--- config.mk ---
export PLATFORM = sky130hd
export DESIGN_NAME = cap_reload_timer
export DESIGN_NICKNAME = d
export VERILOG_FILES = /design/src/rtl/crt_pkg.sv /design/src/rtl/crt_pin_sync.sv /design/src/rtl/crt_prescaler.sv /design/src/rtl/crt_count_core.sv /design/src/rtl/cap_reload_timer.sv
export SDC_FILE = /design/constraint.sdc
export NUM_CORES = 1
export LEC_CHECK = 0
export ABC_AREA = 0
export BUFFER_PORTS_ARGS = -buffer_cell sky130_fd_sc_hd__buf_2
export CAP_MARGIN = 20
export CORE_UTILIZATION = 60
export DETAILED_ROUTE_END_ITERATION = 12
export PLACE_DENSITY_LB_ADDON = 0.2
export SLEW_MARGIN = 20
export SYNTH_ARGS = -nofsm -noshare
export SYNTH_HDL_FRONTEND = slang
export SYNTH_SLANG_ARGS = --single-unit
--- constraint.sdc ---
create_clock -name clk -period 3.3 [get_ports clk]
set_input_delay 0.33 -clock clk [delete_from_list [all_inputs] [get_ports clk]]
set_output_delay 0.33 -clock clk [all_outputs]
set_load 0.01 [all_outputs]
--- src/rtl/crt_pkg.sv ---
package crt_pkg;
  localparam int CTL_W      = 16;
  localparam int PSC_W      = 3;
  localparam int B_MODE     = 0;
  localparam int B_RUN      = 2;
  localparam int B_EXTEN    = 3;
  localparam int B_EVT      = 6;
  localparam int B_OVF      = 7;
  localparam int B_PSC_LO   = 8;
  localparam int B_SRC      = 15;

  typedef enum logic [1:0] {
    SEL_CTRL  = 2'd0,
    SEL_COUNT = 2'd1,
    SEL_CAPT  = 2'd2,
    SEL_NONE  = 2'd3
  } reg_sel_e;

  typedef struct packed {
    logic             src_ext;
    logic [PSC_W-1:0] psc_n;
    logic             ovf_flag;
    logic             evt_flag;
    logic             ext_en;
    logic             run;
    logic             cap_mode;
  } ctrl_t;
endpackage

--- src/rtl/crt_pin_sync.sv ---
module crt_pin_sync #(
  parameter int STAGES = 2
) (
  input  logic clk,
  input  logic rst_n,
  input  logic pin,
  output logic fall
);
  logic [STAGES-1:0] chain;
  logic              last;

  // Idle level is high, so reset to 1 to avoid a false edge after reset.
  for (genvar i = 0; i < STAGES; i++) begin : g_stage
    if (i == 0) begin : g_first
      always_ff @(posedge clk or negedge rst_n) begin
        if (!rst_n) chain[0] <= 1'b1;
        else        chain[0] <= pin;
      end
    end else begin : g_next
      always_ff @(posedge clk or negedge rst_n) begin
        if (!rst_n) chain[i] <= 1'b1;
        else        chain[i] <= chain[i-1];
      end
    end
  end

  always_ff @(posedge clk or negedge rst_n) begin
    if (!rst_n) last <= 1'b1;
    else        last <= chain[STAGES-1];
  end

  assign fall = last & ~chain[STAGES-1];
endmodule

--- src/rtl/crt_prescaler.sv ---
module crt_prescaler #(
  parameter int PSC_BITS = crt_pkg::PSC_W
) (
  input  logic                clk,
  input  logic                rst_n,
  input  logic                run,
  input  logic [PSC_BITS-1:0] psc_n,
  output logic                tick
);
  localparam int PRE_W = 2 * ((1 << PSC_BITS) - 1);

  logic [PRE_W-1:0] pre;
  logic [PRE_W-1:0] mask;

  assign mask = ~({PRE_W{1'b1}} << {psc_n, 1'b0});
  assign tick = run & (&(pre | ~mask));

  always_ff @(posedge clk or negedge rst_n) begin
    if (!rst_n)   pre <= '0;
    else if (run) pre <= pre + 1'b1;
    else          pre <= '0;
  end

  // with a nonzero exponent, ticks never come on back-to-back cycles
  p_tick_gap_r6: assert property (@(posedge clk) disable iff (!rst_n)
    (tick && psc_n != '0) |=> (!tick || psc_n != $past(psc_n)));
endmodule

--- src/rtl/crt_count_core.sv ---
module crt_count_core #(
  parameter int WIDTH = 16
) (
  input  logic             clk,
  input  logic             rst_n,
  input  logic             tick,
  input  logic             cap_mode,
  input  logic             cap_fire,
  input  logic             cnt_wr,
  input  logic             cap_wr,
  input  logic [WIDTH-1:0] wdata,
  output logic [WIDTH-1:0] count,
  output logic [WIDTH-1:0] cap_reg,
  output logic             ovf_evt
);
  localparam logic [WIDTH-1:0] MAXV = {WIDTH{1'b1}};

  logic at_max;
  assign at_max  = (count == MAXV);
  assign ovf_evt = tick & at_max;

  always_ff @(posedge clk or negedge rst_n) begin
    if (!rst_n)                 count <= '0;
    else if (cnt_wr)            count <= wdata;
    else if (tick && at_max)    count <= cap_mode ? '0 : cap_reg;
    else if (tick)              count <= count + 1'b1;
  end

  always_ff @(posedge clk or negedge rst_n) begin
    if (!rst_n)        cap_reg <= '0;
    else if (cap_fire) cap_reg <= count;
    else if (cap_wr)   cap_reg <= wdata;
  end

  p_hold_stopped_r5: assert property (@(posedge clk) disable iff (!rst_n)
    (!tick && !cnt_wr) |=> $stable(count));

  p_capture_copy_r3: assert property (@(posedge clk) disable iff (!rst_n)
    cap_fire |=> (cap_reg == $past(count)));

  p_wrap_zero_r2: assert property (@(posedge clk) disable iff (!rst_n)
    (tick && at_max && cap_mode && !cnt_wr) |=> (count == '0));

  p_reload_load_r7: assert property (@(posedge clk) disable iff (!rst_n)
    (tick && at_max && !cap_mode && !cnt_wr) |=> (count == $past(cap_reg)));
endmodule

--- src/rtl/cap_reload_timer.sv ---
module cap_reload_timer #(
  parameter int WIDTH       = 16,
  parameter int SYNC_STAGES = 2
) (
  input  logic        clk,
  input  logic        rst_n,
  input  logic        wr_en,
  input  logic [1:0]  wr_sel,
  input  logic [15:0] wr_data,
  input  logic [1:0]  rd_sel,
  output logic [15:0] rd_data,
  input  logic        count_pin,
  input  logic        capture_pin,
  input  logic        ovf_ie,
  input  logic        evt_ie,
  output logic        irq
);
  import crt_pkg::*;

  ctrl_t            ctl;
  logic             ctl_wr, cnt_wr, cap_wr;
  logic             cnt_fall, cap_fall, psc_tick, tick, cap_fire, ovf_evt;
  logic [WIDTH-1:0] count, cap_reg;
  logic             unused_ok;

  assign ctl_wr = wr_en && (reg_sel_e'(wr_sel) == SEL_CTRL);
  assign cnt_wr = wr_en && (reg_sel_e'(wr_sel) == SEL_COUNT);
  assign cap_wr = wr_en && (reg_sel_e'(wr_sel) == SEL_CAPT);
  assign unused_ok = ^{wr_data[14:11], wr_data[5:4], wr_data[1]};

  crt_pin_sync #(.STAGES(SYNC_STAGES)) u_cnt_sync (
    .clk(clk), .rst_n(rst_n), .pin(count_pin), .fall(cnt_fall));

  crt_pin_sync #(.STAGES(SYNC_STAGES)) u_cap_sync (
    .clk(clk), .rst_n(rst_n), .pin(capture_pin), .fall(cap_fall));

  crt_prescaler #(.PSC_BITS(PSC_W)) u_psc (
    .clk(clk), .rst_n(rst_n), .run(ctl.run && !ctl.src_ext),
    .psc_n(ctl.psc_n), .tick(psc_tick));

  assign tick     = ctl.run && (ctl.src_ext ? cnt_fall : psc_tick);
  assign cap_fire = cap_fall && ctl.ext_en && ctl.cap_mode;

  crt_count_core #(.WIDTH(WIDTH)) u_core (
    .clk(clk), .rst_n(rst_n), .tick(tick), .cap_mode(ctl.cap_mode),
    .cap_fire(cap_fire), .cnt_wr(cnt_wr), .cap_wr(cap_wr),
    .wdata(wr_data[WIDTH-1:0]), .count(count), .cap_reg(cap_reg),
    .ovf_evt(ovf_evt));

  always_ff @(posedge clk or negedge rst_n) begin
    if (!rst_n) begin
      ctl <= '0;
    end else begin
      if (ctl_wr) begin
        ctl.src_ext  <= wr_data[B_SRC];
        ctl.psc_n    <= wr_data[B_PSC_LO +: PSC_W];
        ctl.ext_en   <= wr_data[B_EXTEN];
        ctl.run      <= wr_data[B_RUN];
        ctl.cap_mode <= wr_data[B_MODE];
      end
      // flags: software may only clear; a hardware set always wins
      ctl.ovf_flag <= ovf_evt  | (ctl.ovf_flag & (~ctl_wr | wr_data[B_OVF]));
      ctl.evt_flag <= cap_fire | (ctl.evt_flag & (~ctl_wr | wr_data[B_EVT]));
    end
  end

  always_comb begin
    rd_data = '0;
    case (reg_sel_e'(rd_sel))
      SEL_CTRL: begin
        rd_data[B_SRC]              = ctl.src_ext;
        rd_data[B_PSC_LO +: PSC_W]  = ctl.psc_n;
        rd_data[B_OVF]              = ctl.ovf_flag;
        rd_data[B_EVT]              = ctl.evt_flag;
        rd_data[B_EXTEN]            = ctl.ext_en;
        rd_data[B_RUN]              = ctl.run;
        rd_data[B_MODE]             = ctl.cap_mode;
      end
      SEL_COUNT: rd_data = 16'(count);
      SEL_CAPT:  rd_data = 16'(cap_reg);
      default:   rd_data = '0;
    endcase
  end

  assign irq = (ctl.ovf_flag & ovf_ie) | (ctl.evt_flag & evt_ie);

  p_evt_only_by_capture_r4: assert property (@(posedge clk) disable iff (!rst_n)
    !cap_fire |=> !$rose(ctl.evt_flag));

  p_ovf_sticky_r8: assert property (@(posedge clk) disable iff (!rst_n)
    (ctl.ovf_flag && !ctl_wr) |=> ctl.ovf_flag);

  p_flag_set_wins_r11: assert property (@(posedge clk) disable iff (!rst_n)
    cap_fire |=> ctl.evt_flag);
endmodule

==> results of run 1 <==
==> per-stage QoR <==
stage	utilization, %	setup slack [ns]	cell area (µm²)	cells
6_report	71.5	0.868	3990	498
5_1_grt	71.5	0.765	3990	498
4_1_cts	71.5	0.916	3990	498
3_5_place_dp	67.9	0.943	3790	482
3_3_place_gp	67.9	0.974	3790	482
2_1_floorplan	-	1.26	3520	385
==> final timing paths <==
kind / slack (ns) / to / cells past startpoint
min in group clk: 0.07 / u_cap_sync.chain[0]$_DFF_PN1_ / 1
worst max-delay path: 0.87 / u_core.count[7]$_DFFE_PN0P_ / 7
worst max register to register: 0.87 / u_core.count[7]$_DFFE_PN0P_ / 7
worst min-delay path: 0.02 / u_core.cap_reg[0]$_DFFE_PN0P_ / 1
max in group asynchronous: 2.50 / u_cnt_sync.last$_DFF_PN1_ / 2
worst min register to register: 0.36 / u_cap_sync.chain[1]$_DFF_PN1_ / 0
==> worst max-delay path, cell delays in order, from the launching register on <==
cell and delay [ns]:
sky130_fd_sc_hd__dfrtp_1 0.48, sky130_fd_sc_hd__ha_1 0.26, sky130_fd_sc_hd__nand2_1 0.14, sky130_fd_sc_hd__nor3_1 0.33, sky130_fd_sc_hd__nand2_1 0.42, sky130_fd_sc_hd__a21oi_1 0.29
sky130_fd_sc_hd__a2111oi_2 0.08, sky130_fd_sc_hd__a211o_1 0.31
==> cells in the mapped netlist, types with 3 or more instances <==
library cell / count
sky130_fd_sc_hd__nor2_1: 56
sky130_fd_sc_hd__dfrtp_1: 55
sky130_fd_sc_hd__a21oi_1: 31
sky130_fd_sc_hd__nand2_1: 31
sky130_fd_sc_hd__mux2i_1: 20
sky130_fd_sc_hd__clkbuf_1: 15
sky130_fd_sc_hd__nand3_1: 14
sky130_fd_sc_hd__o21ai_0: 14
sky130_fd_sc_hd__a222oi_1: 9
sky130_fd_sc_hd__nor2b_1: 9
sky130_fd_sc_hd__nor3_1: 9
sky130_fd_sc_hd__xor2_1: 9
sky130_fd_sc_hd__and3_1: 8
sky130_fd_sc_hd__xnor2_1: 8
sky130_fd_sc_hd__a22oi_1: 7
sky130_fd_sc_hd__mux2_2: 7
sky130_fd_sc_hd__buf_2: 6
sky130_fd_sc_hd__dfstp_2: 6
sky130_fd_sc_hd__ha_1: 6
sky130_fd_sc_hd__buf_1: 5
sky130_fd_sc_hd__inv_1: 5
sky130_fd_sc_hd__and2_1: 4
sky130_fd_sc_hd__nand4_1: 4
sky130_fd_sc_hd__a2111oi_2: 3
sky130_fd_sc_hd__a22o_1: 3
sky130_fd_sc_hd__a31oi_1: 3
sky130_fd_sc_hd__a41o_1: 3
sky130_fd_sc_hd__nor3b_1: 3
==> power breakdown <==
part | switching, mW | total [mW] | internal [mW]
clock network | 0.312 | 0.681 | 0.369
registers | 0.165 | 1.03 | 0.869
logic | 0.236 | 0.435 | 0.199
==> routing by layer <==
layer  GRT usage, %  vias to the layer above  wire length (µm)
met5              0                        -                 0
met2           50.0                      177              4130
li1               -                     1464                 -
met1           44.4                     1492              4010
met4           12.8                        0               199
met3           7.79                       26               839
==> cells in the final DEF, fill, tap and decap left out, types with 6 or more instances in the layout <==
master,n
sky130_fd_sc_hd__dfrtp_1,55
sky130_fd_sc_hd__xor2_1,9
sky130_fd_sc_hd__nand3_1,14
sky130_fd_sc_hd__and3_1,8
sky130_fd_sc_hd__a21oi_1,31
sky130_fd_sc_hd__o21ai_0,14
sky130_fd_sc_hd__nand2_1,31
sky130_fd_sc_hd__buf_2,43
sky130_fd_sc_hd__clkbuf_8,10
sky130_fd_sc_hd__nor2b_1,9
sky130_fd_sc_hd__mux2_2,7
sky130_fd_sc_hd__a22oi_1,7
sky130_fd_sc_hd__nor3_1,9
sky130_fd_sc_hd__buf_4,8
sky130_fd_sc_hd__a222oi_1,9
sky130_fd_sc_hd__xnor2_1,8
sky130_fd_sc_hd__nor2_1,55
sky130_fd_sc_hd__ha_1,6
sky130_fd_sc_hd__dfstp_2,6
sky130_fd_sc_hd__mux2i_1,20
==> layout make-up <==
type                            count  area share (%)
Multi-Input combinational cell    292            46.8
Clock buffer                       11            3.55
Timing Repair Buffer               51            6.90
Sequential cell                    61            38.5
Tap cell                           72            2.26
Clock inverter                      5            1.51
Inverter                            6           0.565
==> cell families after synthesis <==
group / share of synthesized area (%)
and+or+nand+nor: 21.0
xor gates and xnor gates: 4.23
AOI/OAI and AO/OA: 17.5
buffers and inverters: 3.63
adders and majority gates: 2.13
DFF: 43.6
muxes: 7.93
==> impl_metrics.prom, run 1 <==
# TYPE chip_impl_metric gauge
chip_impl_info{name="critical_path.endpoint_type",value="flip-flop"} 1
chip_impl_metric{name="clkSlewWorstSetupHoldPaths",unit="ns"} 0.07
chip_impl_metric{name="final.period_utilization",unit="%"} 73.7
chip_impl_metric{name="rows",unit=""} 27
chip_impl_metric{name="grt_remaining_overflow",unit=""} 0
chip_impl_metric{name="synth_largest_type_area_fraction",unit="%"} 39.1
chip_impl_info{name="cts_tree",value="done"} 1
chip_impl_metric{name="setup_violations",unit=""} 0
chip_impl_metric{name="grt.total_usage",unit="%"} 32.6
chip_impl_metric{name="syn_area_per_cell",unit="µm²"} 9.14
chip_impl_metric{name="synth-seq-area-share",unit="%"} 43.6
chip_impl_metric{name="synth-edff-count",unit=""} 0
chip_impl_metric{name="drt-vias-per-instance",unit=""} 6.34
chip_impl_metric{name="whs",unit="ns"} 0.0202
chip_impl_metric{name="clock_latency",unit="ns"} 0.35
chip_impl_metric{name="syn2layout_area_growth",unit="%"} 13.3
chip_impl_metric{name="dr_total_vias",unit=""} 3159
chip_impl_metric{name="cts_made_buffers",unit=""} 9
chip_impl_metric{name="multi_input_gate_area",unit="µm²"} 1860
chip_impl_metric{name="syn-cell-area",unit="µm²"} 3520
chip_impl_info{name="r2r_start",value="u_core.count[0]$_DFFE_PN0P_"} 1
chip_impl_metric{name="fin_tns_setup",unit="ns"} 0
chip_impl_metric{name="dr.pass1.iters",unit=""} 5
chip_impl_metric{name="fin_nets",unit=""} 454
chip_impl_metric{name="finalWirelength",unit="mm"} 9.18
chip_impl_metric{name="num-fill-cells",unit=""} 436
chip_impl_info{name="crit_path_start_kind",value="flip-flop"} 1
chip_impl_metric{name="timing.slew.headroom",unit="%"} 31.6
chip_impl_metric{name="worst_voltage_drop_across_the_vdd_grid",unit="µV"} 366
chip_impl_metric{name="timing.critical_path.required",unit="ns"} 3.53
chip_impl_info{name="worst-setup-path-type",value="reg -> reg"} 1
chip_impl_metric{name="core-area",unit="µm²"} 5570
chip_impl_metric{name="ctsLongestPathBuffers",unit=""} 2
chip_impl_metric{name="first_iter_violations",unit=""} 333
chip_impl_metric{name="power.static_leakage",unit="nW"} 1.80
chip_impl_info{name="setup_repair_after_global_routing_missed_its_margin",value="no"} 1
chip_impl_metric{name="antenna_found_initial",unit=""} 0
chip_impl_metric{name="first_pass_grt_wire_length",unit="mm"} 15.0
chip_impl_info{name="outcome",value="completed"} 1
chip_impl_metric{name="slew_violations",unit=""} 0
chip_impl_metric{name="power-per-cell-area",unit="nW/µm²"} 539
chip_impl_metric{name="timing.final.hold_violations",unit=""} 0
chip_impl_metric{name="worst_slew_pin_slew",unit="ns"} 1.03
chip_impl_info{name="top_flip_flop_cell_by_instance_count_after_synthesis",value="sky130_fd_sc_hd__dfrtp_1"} 1
chip_impl_metric{name="cts_sinks",unit=""} 61
chip_impl_metric{name="finalPower",unit="mW"} 2.15
chip_impl_metric{name="dieHeight",unit="µm"} 78.6
chip_impl_metric{name="port-buffer-count",unit=""} 43
chip_impl_info{name="launching_instance_or_port_of_the_critical_path",value="u_core.count[0]$_DFFE_PN0P_"} 1
chip_impl_metric{name="cp_data_arrival_time",unit="ns"} 2.66
chip_impl_metric{name="remaining_drc_errors",unit=""} 0
chip_impl_info{name="netlist.top_cell.by_area",value="sky130_fd_sc_hd__dfrtp_1"} 1
chip_impl_metric{name="grt_pass1_vias",unit=""} 2967
chip_impl_info{name="clockRootBuffer",value="sky130_fd_sc_hd__clkbuf_8"} 1
chip_impl_metric{name="synth.yosys.warnings",unit=""} 0
chip_impl_metric{name="regArea",unit="µm²"} 1530
chip_impl_metric{name="post_synth_inst_count",unit=""} 385
chip_impl_metric{name="ctsHtreeMaxLevel",unit=""} 3
chip_impl_metric{name="synth-async-reset-ratio",unit="%"} 100
chip_impl_metric{name="cts-resized-gates",unit=""} 0
chip_impl_metric{name="critical_path.max_fanout",unit=""} 12
chip_impl_info{name="area_contributors_post_synth",value="sky130_fd_sc_hd__dfrtp_1, sky130_fd_sc_hd__nor2_1, sky130_fd_sc_hd__mux2i_1"} 1
chip_impl_metric{name="ys_types",unit=""} 55
chip_impl_metric{name="post-cts-setup-buffers",unit=""} 0
chip_impl_metric{name="max_cap_viol_count",unit=""} 0
chip_impl_metric{name="die_w",unit="µm"} 78.6
chip_impl_metric{name="total_of_flip_flops_plus_latches_after_synthesis",unit=""} 61
chip_impl_metric{name="drt_wl_cell",unit="µm"} 18.4
chip_impl_metric{name="drive_above_1_share",unit="%"} 20.7
chip_impl_metric{name="net_count_synth",unit=""} 418
chip_impl_metric{name="maximum_number_of_pins_on_one_net_before_global_route_repair",unit=""} 30
chip_impl_info{name="worstHoldPathType",value="in -> async"} 1
chip_impl_metric{name="die-area",unit="µm²"} 6170
chip_impl_metric{name="gp_congestion",unit=""} 0.857
chip_impl_metric{name="floorplan.initialDensity",unit="%"} 63.1
chip_impl_metric{name="final.min_clock_period",unit="ns"} 2.43
chip_impl_metric{name="dp_hpwl",unit="mm"} 6.06
chip_impl_metric{name="skew",unit="ns"} 0.00751
chip_impl_metric{name="ant_nets",unit=""} 0
chip_impl_metric{name="ctsHoldBuffers",unit=""} 0
chip_impl_metric{name="antenna_cell_count",unit=""} 0
chip_impl_metric{name="number_of_primary_i_o_pins",unit=""} 44
chip_impl_metric{name="timing.fmax",unit="GHz"} 0.411
Power figures use the tool's default switching activity.
==> inputs of run 2 (changes only) <==
--- a/config.mk
+++ b/config.mk
@@ -5,10 +5,10 @@
 export SDC_FILE = /design/constraint.sdc
 export NUM_CORES = 1
 export LEC_CHECK = 0
-export ABC_AREA = 0
+export ABC_AREA = 1
 export BUFFER_PORTS_ARGS = -buffer_cell sky130_fd_sc_hd__buf_2
 export CAP_MARGIN = 20
-export CORE_UTILIZATION = 60
+export CORE_UTILIZATION = 53
 export DETAILED_ROUTE_END_ITERATION = 12
 export PLACE_DENSITY_LB_ADDON = 0.2
 export SLEW_MARGIN = 20
==> constraint.sdc (replaced) <==
create_clock -name clk -period 2 [get_ports clk]
set_input_delay 0.2 -clock clk [delete_from_list [all_inputs] [get_ports clk]]
set_output_delay 0.2 -clock clk [all_outputs]
set_load 0.01 [all_outputs]
==> impl_metrics.prom, run 2 <==
# TYPE chip_impl_metric gauge
chip_impl_metric{name="power.static_leakage",unit="nW"} 2.24
chip_impl_metric{name="finalPower",unit="mW"} 3.87
chip_impl_metric{name="timing.final.hold_violations",unit=""} 0
chip_impl_metric{name="ctsHtreeMaxLevel",unit=""} 3
chip_impl_info{name="cpMaxStageDelayCell",value="sky130_fd_sc_hd__dfrtp_1"} 1
chip_impl_info{name="cp_common_cell",value="sky130_fd_sc_hd__nand2_1"} 1
chip_impl_metric{name="cp_data_arrival_time",unit="ns"} 2.16
chip_impl_info{name="worstHoldPathType",value="in -> reg"} 1
chip_impl_metric{name="slew_violations",unit=""} 0
chip_impl_metric{name="cts_sinks",unit=""} 61
chip_impl_metric{name="dr_total_vias",unit=""} 3709
chip_impl_metric{name="ys_types",unit=""} 39
chip_impl_metric{name="synth.yosys.warnings",unit=""} 0
chip_impl_metric{name="die-area",unit="µm²"} 7510
chip_impl_metric{name="final.min_clock_period",unit="ns"} 1.92
chip_impl_metric{name="clock_latency",unit="ns"} 0.35
chip_impl_metric{name="grt_pass1_vias",unit=""} 3380
chip_impl_metric{name="antenna_cell_count",unit=""} 0
chip_impl_metric{name="critical_path.max_fanout",unit=""} 8
chip_impl_info{name="path_cells",value="ha_2 > nand3_2 > nor3_4 > buf_4 > inv_2 > a21oi_1 > nor2_1 > nand2_1 > nand2_1"} 1
chip_impl_metric{name="path_depth",unit=""} 9
chip_impl_info{name="launching_instance_or_port_of_the_critical_path",value="u_core.count[0]$_DFFE_PN0P_"} 1
chip_impl_metric{name="rows",unit=""} 30
chip_impl_metric{name="post_synth_inst_count",unit=""} 526
chip_impl_metric{name="drt-vias-per-instance",unit=""} 5.39
chip_impl_metric{name="placement.setup.worst_slack",unit="ns"} 0.0871
chip_impl_info{name="worst-setup-path-type",value="reg -> reg"} 1
chip_impl_metric{name="synth-async-reset-ratio",unit="%"} 100
chip_impl_info{name="crit_path_start_kind",value="flip-flop"} 1
chip_impl_metric{name="max_cap_viol_count",unit=""} 0
chip_impl_metric{name="dp_hpwl",unit="mm"} 7.09
chip_impl_metric{name="first_iter_violations",unit=""} 314
chip_impl_info{name="timing.critical_path.max_delay_family",value="simple AND/OR/NAND/NOR gates"} 1
chip_impl_metric{name="finalWirelength",unit="mm"} 10.2
chip_impl_metric{name="fin_nets",unit=""} 620
chip_impl_metric{name="cpPeakStageDelay",unit="ns"} 0.44
chip_impl_metric{name="drt_wl_cell",unit="µm"} 14.8
chip_impl_metric{name="worst_slack",unit="ns"} 0.0841
chip_impl_metric{name="clkSlewWorstSetupHoldPaths",unit="ns"} 0.08
chip_impl_metric{name="ant_nets",unit=""} 0
chip_impl_info{name="outcome",value="completed"} 1
chip_impl_info{name="most_repeated_cell_in_the_gate_level_netlist_after_synthesis",value="sky130_fd_sc_hd__nand2_1"} 1
chip_impl_metric{name="syn_area_per_cell",unit="µm²"} 7.22
chip_impl_metric{name="ctsLongestPathBuffers",unit=""} 2
chip_impl_metric{name="whs",unit="ns"} 0.135
chip_impl_metric{name="timing.reg2reg.worst_path_depth",unit=""} 9
chip_impl_metric{name="worst-path-buf-inv",unit=""} 2
chip_impl_metric{name="antenna_found_initial",unit=""} 0
chip_impl_metric{name="post_layout_nonfiller_instances",unit=""} 688
chip_impl_metric{name="gp_congestion",unit=""} 0.851
chip_impl_info{name="r2r_start",value="u_core.count[0]$_DFFE_PN0P_"} 1
chip_impl_metric{name="timing.fmax",unit="GHz"} 0.522
chip_impl_metric{name="skew",unit="ns"} 0.0134
chip_impl_metric{name="drive_above_1_share",unit="%"} 21.1
chip_impl_info{name="netlist.top_cell.by_area",value="sky130_fd_sc_hd__dfrtp_1"} 1
chip_impl_metric{name="synth-edff-count",unit=""} 0
chip_impl_metric{name="power-per-cell-area",unit="nW/µm²"} 870
chip_impl_metric{name="worst_slew_pin_slew",unit="ns"} 0.569
chip_impl_info{name="clockRootBuffer",value="sky130_fd_sc_hd__clkbuf_8"} 1
chip_impl_metric{name="grt_remaining_overflow",unit=""} 0
chip_impl_metric{name="synth-seq-area-share",unit="%"} 40.4
chip_impl_metric{name="maximum_number_of_pins_on_one_net_before_global_route_repair",unit=""} 33
chip_impl_metric{name="syn-cell-area",unit="µm²"} 3800
chip_impl_metric{name="number_of_placed_instances_taps_included",unit=""} 664
chip_impl_metric{name="die_w",unit="µm"} 86.6
chip_impl_metric{name="worst_voltage_drop_across_the_vdd_grid",unit="µV"} 493
chip_impl_metric{name="cts_made_buffers",unit=""} 9
chip_impl_info{name="crit_path_end",value="u_core.count[2]$_DFFE_PN0P_"} 1
chip_impl_metric{name="syn2layout_area_growth",unit="%"} 17.1
chip_impl_metric{name="first_pass_grt_wire_length",unit="mm"} 16.5
chip_impl_info{name="most_frequent_standard_cell_in_the_layout_excluding_fill_and_tap_cells",value="sky130_fd_sc_hd__nand2_1"} 1
chip_impl_metric{name="grt.total_usage",unit="%"} 29.1
chip_impl_metric{name="core-area",unit="µm²"} 6870
chip_impl_metric{name="port-buffer-count",unit=""} 43
chip_impl_metric{name="setup_violations",unit=""} 0
chip_impl_info{name="cts_tree",value="done"} 1
chip_impl_info{name="critical_path.endpoint_type",value="flip-flop"} 1
chip_impl_info{name="layout.cells.most_common_list",value="sky130_fd_sc_hd__nand2_1, sky130_fd_sc_hd__nor2_1, sky130_fd_sc_hd__dfrtp_1"} 1
chip_impl_info{name="worst_r2r_endpoint",value="u_core.count[2]$_DFFE_PN0P_"} 1
chip_impl_metric{name="net_count_synth",unit=""} 559
chip_impl_metric{name="synth_largest_type_area_fraction",unit="%"} 36.2
chip_impl_metric{name="remaining_drc_errors",unit=""} 0
chip_impl_metric{name="number_of_primary_i_o_pins",unit=""} 44
chip_impl_metric{name="floorplan.initialDensity",unit="%"} 55.3
chip_impl_metric{name="total_of_flip_flops_plus_latches_after_synthesis",unit=""} 61
chip_impl_info{name="top_flip_flop_cell_by_instance_count_after_synthesis",value="sky130_fd_sc_hd__dfrtp_1"} 1
chip_impl_metric{name="final.period_utilization",unit="%"} 95.8
chip_impl_metric{name="dr.pass1.iters",unit=""} 5
chip_impl_info{name="area_contributors_post_synth",value="sky130_fd_sc_hd__dfrtp_1, sky130_fd_sc_hd__nand2_1, sky130_fd_sc_hd__nor2_1"} 1
chip_impl_info{name="commonest_cells_post_synth",value="sky130_fd_sc_hd__nand2_1, sky130_fd_sc_hd__dfrtp_1, sky130_fd_sc_hd__nor2_1"} 1
chip_impl_metric{name="fin_tns_setup",unit="ns"} 0
chip_impl_metric{name="timing.slew.headroom",unit="%"} 61.9
chip_impl_metric{name="timing.critical_path.required",unit="ns"} 2.24
chip_impl_metric{name="timing.reg2reg.setup_slack",unit="ns"} 0.08
chip_impl_metric{name="dieHeight",unit="µm"} 86.6
-- run 2: worst register-to-register path, stage by stage (launching register included) --
cell and delay [ns]:
sky130_fd_sc_hd__dfrtp_1 0.44, sky130_fd_sc_hd__ha_2 0.27, sky130_fd_sc_hd__nand3_2 0.18, sky130_fd_sc_hd__nor3_4 0.34, sky130_fd_sc_hd__buf_4 0.18, sky130_fd_sc_hd__inv_2 0.07, sky130_fd_sc_hd__a21oi_1 0.13, sky130_fd_sc_hd__nor2_1 0.06
sky130_fd_sc_hd__nand2_1 0.08, sky130_fd_sc_hd__nand2_1 0.06
-- run 2: repair_timing --
action / in CTS / in global routing
resized for setup: 0 / 6
endpoints found under the setup margin: 0 / 12
hold buffers: 3 / 0
endpoints found under the hold margin: 58 / 0
setup buffers: 0 / 5
-- run 2: logic make-up (layout without fill, tap and decap cells) --
kind of cell | count (synthesis) | after routing | synth area share, %
AND/OR/NAND/NOR | 264 | 264 | 29.9
AO/OA/AOI/OAI | 94 | 94 | 14.5
buffers and inverters | 85 | 151 | 9.26
flip-flops | 61 | 61 | 40.4
XOR/XNOR | 12 | 12 | 2.77
adder cells (fa/ha/maj) | 6 | 6 | 1.98
multiplexers | 4 | 4 | 1.19
-- run 2: area by class of cell --
class	count	area, µm²
sequential	61	1540
timing repair buffer	67	428
clock inverter	7	58.8
multi-input combinational	380	1910
fill	610	2420
clock buffer	9	124
inverter	68	263
tap	96	120
-- run 2: worst min path at each step --
| stage | start | to | cells after the start |
|---|---|---|---|
| finish | wr_data[9] | ctl[6]$_DFFE_PN0P_ | 2 |
| global route | wr_data[9] | ctl[6]$_DFFE_PN0P_ | 2 |
| CTS | wr_data[9] | ctl[6]$_DFFE_PN0P_ | 2 |
| detailed placement | rst_n | u_cap_sync.chain[1]$_DFF_PN1_ | 1 |
| global placement | rst_n | u_cap_sync.chain[1]$_DFF_PN1_ | 1 |
| floorplan | rst_n | ctl[0]$_DFFE_PN0P_ | 0 |
-- run 2: power by group --
part,switching (mW),internal (mW)
Sequential,0.270,1.48
Combinational,0.654,0.437
Clock,0.568,0.463
-- run 2: metrics by stage --
| stage | utilization (%) | cell area [µm²] |
|---|---|---|
| finish | 64.7 | 4450 |
| global placement | 60.8 | 4180 |
| global route | 64.7 | 4450 |
| CTS | 63.9 | 4390 |
| floorplan | - | 3800 |
| detailed placement | 60.8 | 4180 |
-- run 2: routing by layer --
| metal | track usage [%] | wire [µm] | vias to the layer above |
|---|---|---|---|
| met2 | 47.1 | 4730 | 127 |
| met4 | 9.70 | 234 | 0 |
| met1 | 38.6 | 4650 | 1763 |
| met5 | 0 | 0 | - |
| li1 | - | - | 1797 |
| met3 | 6.57 | 548 | 22 |
==> inputs of run 3 (changes only) <==
--- a/config.mk
+++ b/config.mk
@@ -10,7 +10,7 @@
 export CAP_MARGIN = 20
 export CORE_UTILIZATION = 53
 export DETAILED_ROUTE_END_ITERATION = 12
-export PLACE_DENSITY_LB_ADDON = 0.2
+export PLACE_DENSITY_LB_ADDON = 0.25
 export SLEW_MARGIN = 20
 export SYNTH_ARGS = -nofsm -noshare
 export SYNTH_HDL_FRONTEND = slang
==> impl_metrics.prom, run 3 (same netlist as run 2, synthesis figures left out) <==
# TYPE chip_impl_metric gauge
chip_impl_info{name="outcome",value="completed"} 1
chip_impl_info{name="most_frequent_standard_cell_in_the_layout_excluding_fill_and_tap_cells",value="sky130_fd_sc_hd__nand2_1"} 1
chip_impl_info{name="worst-setup-path-type",value="reg -> reg"} 1
chip_impl_metric{name="ctsLongestPathBuffers",unit=""} 2
chip_impl_metric{name="cp_data_arrival_time",unit="ns"} 2.12
chip_impl_info{name="critical_path.endpoint_type",value="flip-flop"} 1
chip_impl_metric{name="die_w",unit="µm"} 86.6
chip_impl_info{name="setup_repair_after_global_routing_missed_its_margin",value="no"} 1
chip_impl_metric{name="remaining_drc_errors",unit=""} 0
chip_impl_metric{name="floorplan.initialDensity",unit="%"} 55.3
chip_impl_metric{name="port-buffer-count",unit=""} 43
chip_impl_info{name="grt-busiest-layer",value="met2"} 1
chip_impl_info{name="clockRootBuffer",value="sky130_fd_sc_hd__clkbuf_8"} 1
chip_impl_metric{name="antenna_cell_count",unit=""} 0
chip_impl_metric{name="grt_remaining_overflow",unit=""} 0
chip_impl_metric{name="syn2layout_area_growth",unit="%"} 17.1
chip_impl_metric{name="first_iter_violations",unit=""} 280
chip_impl_metric{name="skew",unit="ns"} 0.0135
chip_impl_metric{name="regArea",unit="µm²"} 1540
chip_impl_metric{name="finalWirelength",unit="mm"} 10.3
chip_impl_metric{name="setup_violations",unit=""} 0
chip_impl_metric{name="final.min_clock_period",unit="ns"} 1.89
chip_impl_metric{name="postPlaceCellArea",unit="µm²"} 4180
chip_impl_info{name="cts_tree",value="done"} 1
chip_impl_metric{name="core-area",unit="µm²"} 6870
chip_impl_info{name="crit_path_start_kind",value="flip-flop"} 1
chip_impl_metric{name="grtUsageMet2",unit="%"} 47.8
chip_impl_metric{name="num-fill-cells",unit=""} 632
chip_impl_metric{name="grt_use_met1",unit="%"} 38.4
chip_impl_metric{name="worst_voltage_drop_across_the_vdd_grid",unit="µV"} 433
chip_impl_metric{name="maximum_number_of_pins_on_one_net_before_global_route_repair",unit=""} 36
chip_impl_info{name="worstHoldPathType",value="in -> reg"} 1
chip_impl_metric{name="fin_tns_setup",unit="ns"} 0
chip_impl_info{name="cpMaxStageDelayCell",value="sky130_fd_sc_hd__dfrtp_1"} 1
chip_impl_metric{name="clkSlewWorstSetupHoldPaths",unit="ns"} 0.07
chip_impl_metric{name="drt_wl_cell",unit="µm"} 15.0
chip_impl_metric{name="finalPower",unit="mW"} 3.98
chip_impl_metric{name="timing.critical_path.required",unit="ns"} 2.22
chip_impl_metric{name="drt-vias-per-instance",unit=""} 5.48
chip_impl_metric{name="worst_slew_pin_slew",unit="ns"} 0.546
chip_impl_metric{name="dr_total_vias",unit=""} 3764
chip_impl_metric{name="post-route-cell-area",unit="µm²"} 4450
chip_impl_metric{name="clock_latency",unit="ns"} 0.35
chip_impl_metric{name="multi_input_gate_area",unit="µm²"} 1920
chip_impl_metric{name="power-per-cell-area",unit="nW/µm²"} 895
chip_impl_metric{name="critical_path.max_fanout",unit=""} 8
chip_impl_metric{name="fin_nets",unit=""} 619
chip_impl_metric{name="rows",unit=""} 30
chip_impl_metric{name="number_of_primary_i_o_pins",unit=""} 44
chip_impl_metric{name="cts_sinks",unit=""} 61
chip_impl_metric{name="power.static_leakage",unit="nW"} 2.25
chip_impl_metric{name="dr.pass1.iters",unit=""} 5
chip_impl_metric{name="grt.total_usage",unit="%"} 29.4
chip_impl_metric{name="dieHeight",unit="µm"} 86.6
chip_impl_metric{name="whs",unit="ns"} 0.141
chip_impl_metric{name="final.period_utilization",unit="%"} 94.7
chip_impl_metric{name="dp_hpwl",unit="mm"} 7.18
chip_impl_metric{name="die-area",unit="µm²"} 7510
chip_impl_metric{name="first_pass_grt_wire_length",unit="mm"} 16.6
chip_impl_info{name="path_cells",value="ha_1 > nand3_2 > nor3_4 > inv_2 > a21oi_1 > nor2_1 > o21ai_1 > nand2_1"} 1
chip_impl_metric{name="cpPeakStageDelay",unit="ns"} 0.43
chip_impl_metric{name="ant_nets",unit=""} 0
chip_impl_metric{name="layout.core_utilization",unit="%"} 64.7
chip_impl_metric{name="grt_util_met3",unit="%"} 4.19
chip_impl_metric{name="gp_congestion",unit=""} 0.867
chip_impl_metric{name="cts_made_buffers",unit=""} 9
chip_impl_metric{name="antenna_found_initial",unit=""} 0
chip_impl_metric{name="timing.fmax",unit="GHz"} 0.528
chip_impl_info{name="layout.cells.most_common_list",value="sky130_fd_sc_hd__nand2_1, sky130_fd_sc_hd__nor2_1, sky130_fd_sc_hd__dfrtp_1"} 1
chip_impl_metric{name="timing.final.hold_violations",unit=""} 0
chip_impl_metric{name="timing.slew.headroom",unit="%"} 63.5
chip_impl_metric{name="slew_violations",unit=""} 0
chip_impl_metric{name="grt_pass1_vias",unit=""} 3493
chip_impl_metric{name="ctsHtreeMaxLevel",unit=""} 3
chip_impl_metric{name="drive_above_1_share",unit="%"} 20.1
chip_impl_metric{name="max_cap_viol_count",unit=""} 0
-- run 3: final timing paths --
kind	startpoint	endpoint	slack, ns	cells past startpoint
worst max-delay path	u_core.count[0]$_DFFE_PN0P_	u_core.count[15]$_DFFE_PN0P_	0.11	8
worst min-delay path	wr_data[13]	u_core.cap_reg[13]$_DFFE_PN0P_	0.14	3
worst max register to register	u_core.count[0]$_DFFE_PN0P_	u_core.count[15]$_DFFE_PN0P_	0.11	8
worst min register to register	u_cnt_sync.chain[0]$_DFF_PN1_	u_cnt_sync.chain[1]$_DFF_PN1_	0.35	0
max in group asynchronous	rst_n	u_cnt_sync.chain[0]$_DFF_PN1_	1.20	3
min in group asynchronous	rst_n	ctl[2]$_DFFE_PN0P_	0.42	3
-- run 3: cell type report --
type | instances | share of cell area [%]
inverter | 68 | 5.91
tap | 96 | 2.70
timing repair buffer | 66 | 9.18
clock buffer | 12 | 3.49
sequential | 61 | 34.5
multi-input combinational | 380 | 43.1
clock inverter | 4 | 1.07
-- run 3: critical path: cells and delay by family, from the launching register on --
kind	cells	cell delay [ns]
DFF	1	0.43
buffers and inverters	1	0.16
AOI/OAI and AO/OA	2	0.23
adders and majority gates	1	0.30
and+or+nand+nor	4	0.66
-- run 3: through the flow --
stage | instances | worst slack (ns)
4_1_cts | 687 | 0.0354
5_1_grt | 687 | 0.00950
2_1_floorplan | 526 | 0.349
6_report | 687 | 0.107
3_5_place_dp | 664 | 0.0196
3_3_place_gp | 664 | 0.113
-- run 3: routing by layer --
metal / vias up / wire [µm]
li1: 1785 / -
met1: 1761 / 4360
met2: 187 / 4860
met3: 31 / 828
met4: 0 / 253
met5: - / 0
-- run 3: report_power, final --
| group | switching [mW] | internal (mW) |
|---|---|---|
| Clock | 0.509 | 0.640 |
| Combinational | 0.654 | 0.435 |
| Sequential | 0.266 | 1.48 |
| Total | 1.43 | 2.55 |
-- run 3: timing repair --
action                                 CTS  global route
buffers inserted                         4             0
pin swaps                                2             2
setup endpoints to repair                1            16
resized for setup                        0             2
hold buffers                             3             0
endpoints found under the hold margin   57             0
